### src/rtl/seq_cmd_pkg.sv
package seq_cmd_pkg;
  localparam int MATCH_W = 16;
  localparam int PFX_LEN = 5;
  localparam int N_CMD   = 4;
  localparam int STEP_W  = $clog2(PFX_LEN + 1);

  typedef logic [MATCH_W-1:0] addr_t;

  // prefix order is behaviour: step i must match PFX_ADDR[i]
  localparam addr_t PFX_ADDR [PFX_LEN] = '{16'h4E38, 16'hB1C7, 16'h83E0, 16'h7C1F, 16'h703F};

  localparam int IDX_STORE  = 0;
  localparam int IDX_RECALL = 1;
  localparam int IDX_AS_OFF = 2;
  localparam int IDX_AS_ON  = 3;

  localparam addr_t CMD_ADDR [N_CMD] = '{16'h8FC0, 16'h4C63, 16'h8B45, 16'h4B46};
endpackage

### src/rtl/cmd_decode.sv
module cmd_decode
  import seq_cmd_pkg::*;
(
  input  addr_t             addr_i,
  output logic [N_CMD-1:0]  hit_o
);
  for (genvar c = 0; c < N_CMD; c++) begin : g_cmd
    assign hit_o[c] = (addr_i == CMD_ADDR[c]);
  end
endmodule

### src/rtl/seq_track.sv
module seq_track
  import seq_cmd_pkg::*;
(
  input  logic  clk_i,
  input  logic  rst_ni,
  input  logic  rd_i,
  input  logic  wr_i,
  input  addr_t addr_i,
  input  logic  fire_i,
  output logic  armed_o
);
  logic [STEP_W-1:0] step_q, step_d;
  logic              pfx_hit;

  always_comb begin
    pfx_hit = 1'b0;
    for (int i = 0; i < PFX_LEN; i++) begin
      if (step_q == STEP_W'(i) && addr_i == PFX_ADDR[i]) pfx_hit = 1'b1;
    end
  end

  always_comb begin
    step_d = step_q;
    if (wr_i) begin
      step_d = '0;
    end else if (rd_i) begin
      if (pfx_hit)                    step_d = step_q + STEP_W'(1);
      else if (fire_i)                step_d = '0;
      else if (addr_i == PFX_ADDR[0]) step_d = STEP_W'(1); // restart on abort
      else                            step_d = '0;
    end
  end

  always_ff @(posedge clk_i or negedge rst_ni) begin
    if (!rst_ni) step_q <= '0;
    else         step_q <= step_d;
  end

  assign armed_o = (step_q == STEP_W'(PFX_LEN));
endmodule

### src/rtl/addr_seq_cmd_det.sv
module addr_seq_cmd_det
  import seq_cmd_pkg::*;
(
  input  logic               clk_i,
  input  logic               rst_ni,
  input  logic               ce_rd_i,
  input  logic               oe_rd_i,
  input  logic               wr_i,
  input  logic [MATCH_W-1:0] addr_i,
  output logic               store_o,
  output logic               recall_o,
  output logic               as_off_o,
  output logic               as_on_o,
  output logic               as_en_o
);
  logic             rd, armed, fire;
  logic [N_CMD-1:0] hit, pulse_q;
  logic             as_en_q;

  assign rd = ce_rd_i | oe_rd_i;

  cmd_decode u_dec (
    .addr_i (addr_i),
    .hit_o  (hit)
  );

  assign fire = rd & ~wr_i & armed & (|hit);

  seq_track u_trk (
    .clk_i   (clk_i),
    .rst_ni  (rst_ni),
    .rd_i    (rd),
    .wr_i    (wr_i),
    .addr_i  (addr_i),
    .fire_i  (fire),
    .armed_o (armed)
  );

  always_ff @(posedge clk_i or negedge rst_ni) begin
    if (!rst_ni) begin
      pulse_q <= '0;
      as_en_q <= 1'b1;
    end else begin
      pulse_q <= fire ? hit : '0;
      if (fire && hit[IDX_AS_ON])       as_en_q <= 1'b1;
      else if (fire && hit[IDX_AS_OFF]) as_en_q <= 1'b0;
    end
  end

  assign store_o  = pulse_q[IDX_STORE];
  assign recall_o = pulse_q[IDX_RECALL];
  assign as_off_o = pulse_q[IDX_AS_OFF];
  assign as_on_o  = pulse_q[IDX_AS_ON];
  assign as_en_o  = as_en_q;
endmodule

### config.mk
export PLATFORM = sky130hd
export DESIGN_NAME = addr_seq_cmd_det
export DESIGN_NICKNAME = d
export VERILOG_FILES = /design/src/rtl/seq_cmd_pkg.sv /design/src/rtl/cmd_decode.sv /design/src/rtl/seq_track.sv /design/src/rtl/addr_seq_cmd_det.sv
export SDC_FILE = /design/constraint.sdc
export NUM_CORES = 1
export LEC_CHECK = 0
export BUFFER_PORTS_ARGS = -buffer_cell sky130_fd_sc_hd__buf_2
export CAP_MARGIN = 20
export CORE_MARGIN = 2
export CORE_UTILIZATION = 45
export CTS_BUF_LIST = sky130_fd_sc_hd__clkbuf_16
export DETAILED_ROUTE_END_ITERATION = 6
export PLACE_DENSITY = 0.74
export SLEW_MARGIN = 20
export SYNTH_ARGS = -nofsm -noshare
export SYNTH_HDL_FRONTEND = slang
export SYNTH_SLANG_ARGS = --single-unit
### constraint.sdc
create_clock -name clk_i -period 3.11 [get_ports clk_i]
set_input_delay 0.4665 -clock clk_i [delete_from_list [all_inputs] [get_ports clk_i]]
set_output_delay 0.4665 -clock clk_i [all_outputs]
set_load 0.05 [all_outputs]
==> flow_summary.yaml <==
outcome:
  outcome: "complete, no violations"
sta:
  timing.fmax_mhz: 513
  drv_slew: 0
  fin_crit_ns: 1.95
  finalSetupViolCount: 0
  hold_violations: 0
  post-route-period-util: 0.627
  fin_setup_tns_ns: 0
  finClkSkew_ns: 0.00235
  worst_slack_ns: 1.16
  worst_slew_pin_slew_ns: 0.481
  slew_headroom: 0.677
  rsz0062_at_grt: "false"
place:
  dp_slack_ns: 1.13
  post-place-cells: 124
  dp_hpwl_um: 1340
  io_buffers: 25
  globalplace.congestion: 0.927
critical_path:
  reg2reg_from: "u_trk.step_q[1]$_DFFE_PN0P_"
  critPathKind: "flop to flop"
  end_kind: "flop"
  start_kind: "flop"
  critPathMaxFanout: 4
  critPathSlowestCell: "or3_4"
  setup.worst_path.start: "u_trk.step_q[1]$_DFFE_PN0P_"
  path_depth: 7
  crit_buf_inv: 1
  cp_cell_sequence: "inv_1 -> ha_1 -> nand2_1 -> or3_1 -> or3_4 -> nor4_4 -> o21bai_1"
  r2r-end: "as_en_o$_DFFE_PN1P_"
  crit_family: "simple AND/OR/NAND/NOR gates"
  rr_worst_depth: 7
  crit_arrival_ns: 2.11
  rrSetupSlack_ns: 1.16
  worst_path_largest_cell_delay_ns: 0.41
  required_ns: 3.27
pwr:
  p_leak_uw: 0.000403
  p_per_area_mw_per_mm2: 393
  vdd_drop_max_mv: 0.440
worst_hold_path:
  hp-class: "primary input to async pin"
global_route:
  use_met2: 0.343
  grt_busiest_layer: "met2"
  grt_max_degree: 9
  antenna_found_initial: 0
  grt_pass1_wl_um: 2930
  overflow: 0
  first_global_vias: 701
  grt_usage: 0.211
  met1_usage: 0.254
  use_met3: 0.0851
finish:
  layoutNonFillerInstCount: 128
  antennaDiodeCount: 0
  area.growth.synth_to_final_pct: 32.3
  final_util: 0.623
  fin_nets: 139
  final_layout_size_suffix_gt1_frac: 0.286
floorplanning:
  start_util: 0.471
  core_sq_mm: 0.00147
  dieArea_sq_mm: 0.00187
  rows: 14
  die_y_um: 43.2
  die_x_um: 43.2
  io_pins: 26
logic_synthesis:
  syn_nets: 109
  synth-simple-area-share: 0.509
  synth_top_family_by_area: "simple AND/OR/NAND/NOR gates"
  synthMuxAreaShare: 0
  syn_area_sq_um: 693
  ys.flop_type: "dfrtp_1"
  yosys.area_share.xor_xnor: 0
  yosysUniqueCellTypes: 30
  ys_warn_count: 0
  yosysMostFrequentCell: "nor3_1"
  yosys.area.top_type_share: 0.253
  synth_compound_area_frac: 0.0722
  synthArstFlopShare: 1.00
  yosysSeqAreaShare: 0.291
  yosys.area.top_type: "dfrtp_1"
  syn_area_per_cell_sq_um: 8.35
  synth_common_cells: "10 x nor3_1, 7 x dfrtp_1, 7 x inv_1, 7 x nor2_1, 6 x nand2_1"
  yosys_register_bits: 8
  synth_fa_ha_area_frac: 0.0903
  synthCells: 83
  synth_edf_count: 0
  synthTopCellsByArea: "dfrtp_1 25%, ha_1 9.0%, nor3_1 7.2%"
clock_network:
  cts_setup_buffers: 0
  postCtsHoldBufs: 0
  cts_buffer_depth: 2
  clk_pin_slew_ns: 0.04
  htreeDepth: 1
  worstSkewPairLatency_ns: 0.23
  cts-root-buf: "clkbuf_16"
  clock-sinks: 8
  cts_tree: "done"
  cts_resized: 0
  numCtsBuffers: 3
drt:
  routed_wl_um: 1650
  vias_per_cell: 5.68
  via_count: 727
  drc: 0
  first_iter_violations: 16
  post_drt_wl_per_cell_um: 12.9
  first_pass_iters: 4
  antenna_left: 0
run:
  drv_cap: 0
registers in the layout, indices dropped and copies added (netlist names):
signal / flops
as_en_o: 1
pulse_q: 4
u_trk.step_q: 3
kinds of logic after synthesis:
group,count (synthesis)
AO/OA/AOI/OAI,7
AND/OR/NAND/NOR,56
flip-flops,8
buffers and inverters,7
adder cells (fa/ha/maj),5
cell type report:
cell class                 count  area, sq um
timing repair buffer          25          125
sequential                     8          201
inverter                       7         26.3
multi-input combinational     68          465
clock inverter                 1         3.75
clock buffer                   3         75.1
fill                         140          554
tap                           16         20.0
worst max path at each step:
stage	to	slack, ns
after global placement	u_trk.step_q[1]$_DFFE_PN0P_	1.16
after global routing	as_en_o$_DFFE_PN1P_	1.0
after detailed placement	u_trk.step_q[1]$_DFFE_PN0P_	1.13
final	as_en_o$_DFFE_PN1P_	1.16
after CTS	as_en_o$_DFFE_PN1P_	1.13
after floorplan	as_en_o$_DFFE_PN1P_	1.30
power by group:
part	total [uW]	switching, uW	internal, uW
logic	39.4	22.6	16.9
clock network	216	49.2	167
registers	105	0.000518	105
total	361	71.8	289
routing by layer:
layer	routed length, um	share of wire	vias up
li1	-	-	366
met4	21	0.013	0
met3	148	0.090	2
met1	729	0.44	328
met2	749	0.45	31
met5	0	0	-
placed cells by master, fill, tap and decap left out, types with 3 or more instances in the layout:
| cell | count |
|---|---|
| nand3b_1 | 3 |
| clkbuf_16 | 3 |
| dfrtp_1 | 7 |
| ha_1 | 5 |
| buf_2 | 25 |
| nor2_1 | 7 |
| nand2_1 | 6 |
| nor2b_1 | 3 |
| nand4_1 | 5 |
| nand3_1 | 5 |
| nor3_1 | 10 |
| inv_1 | 8 |
per-stage QoR:
step	hold slack (ns)	instance area [sq um]	power [uW]
3_3_place_gp	0.316	838	144
6_report	0.0693	917	361
5_1_grt	0.0850	917	377
3_5_place_dp	0.318	838	145
2_1_floorplan	0.171	693	120
4_1_cts	0.0748	917	365
Power figures use the tool's default switching activity.
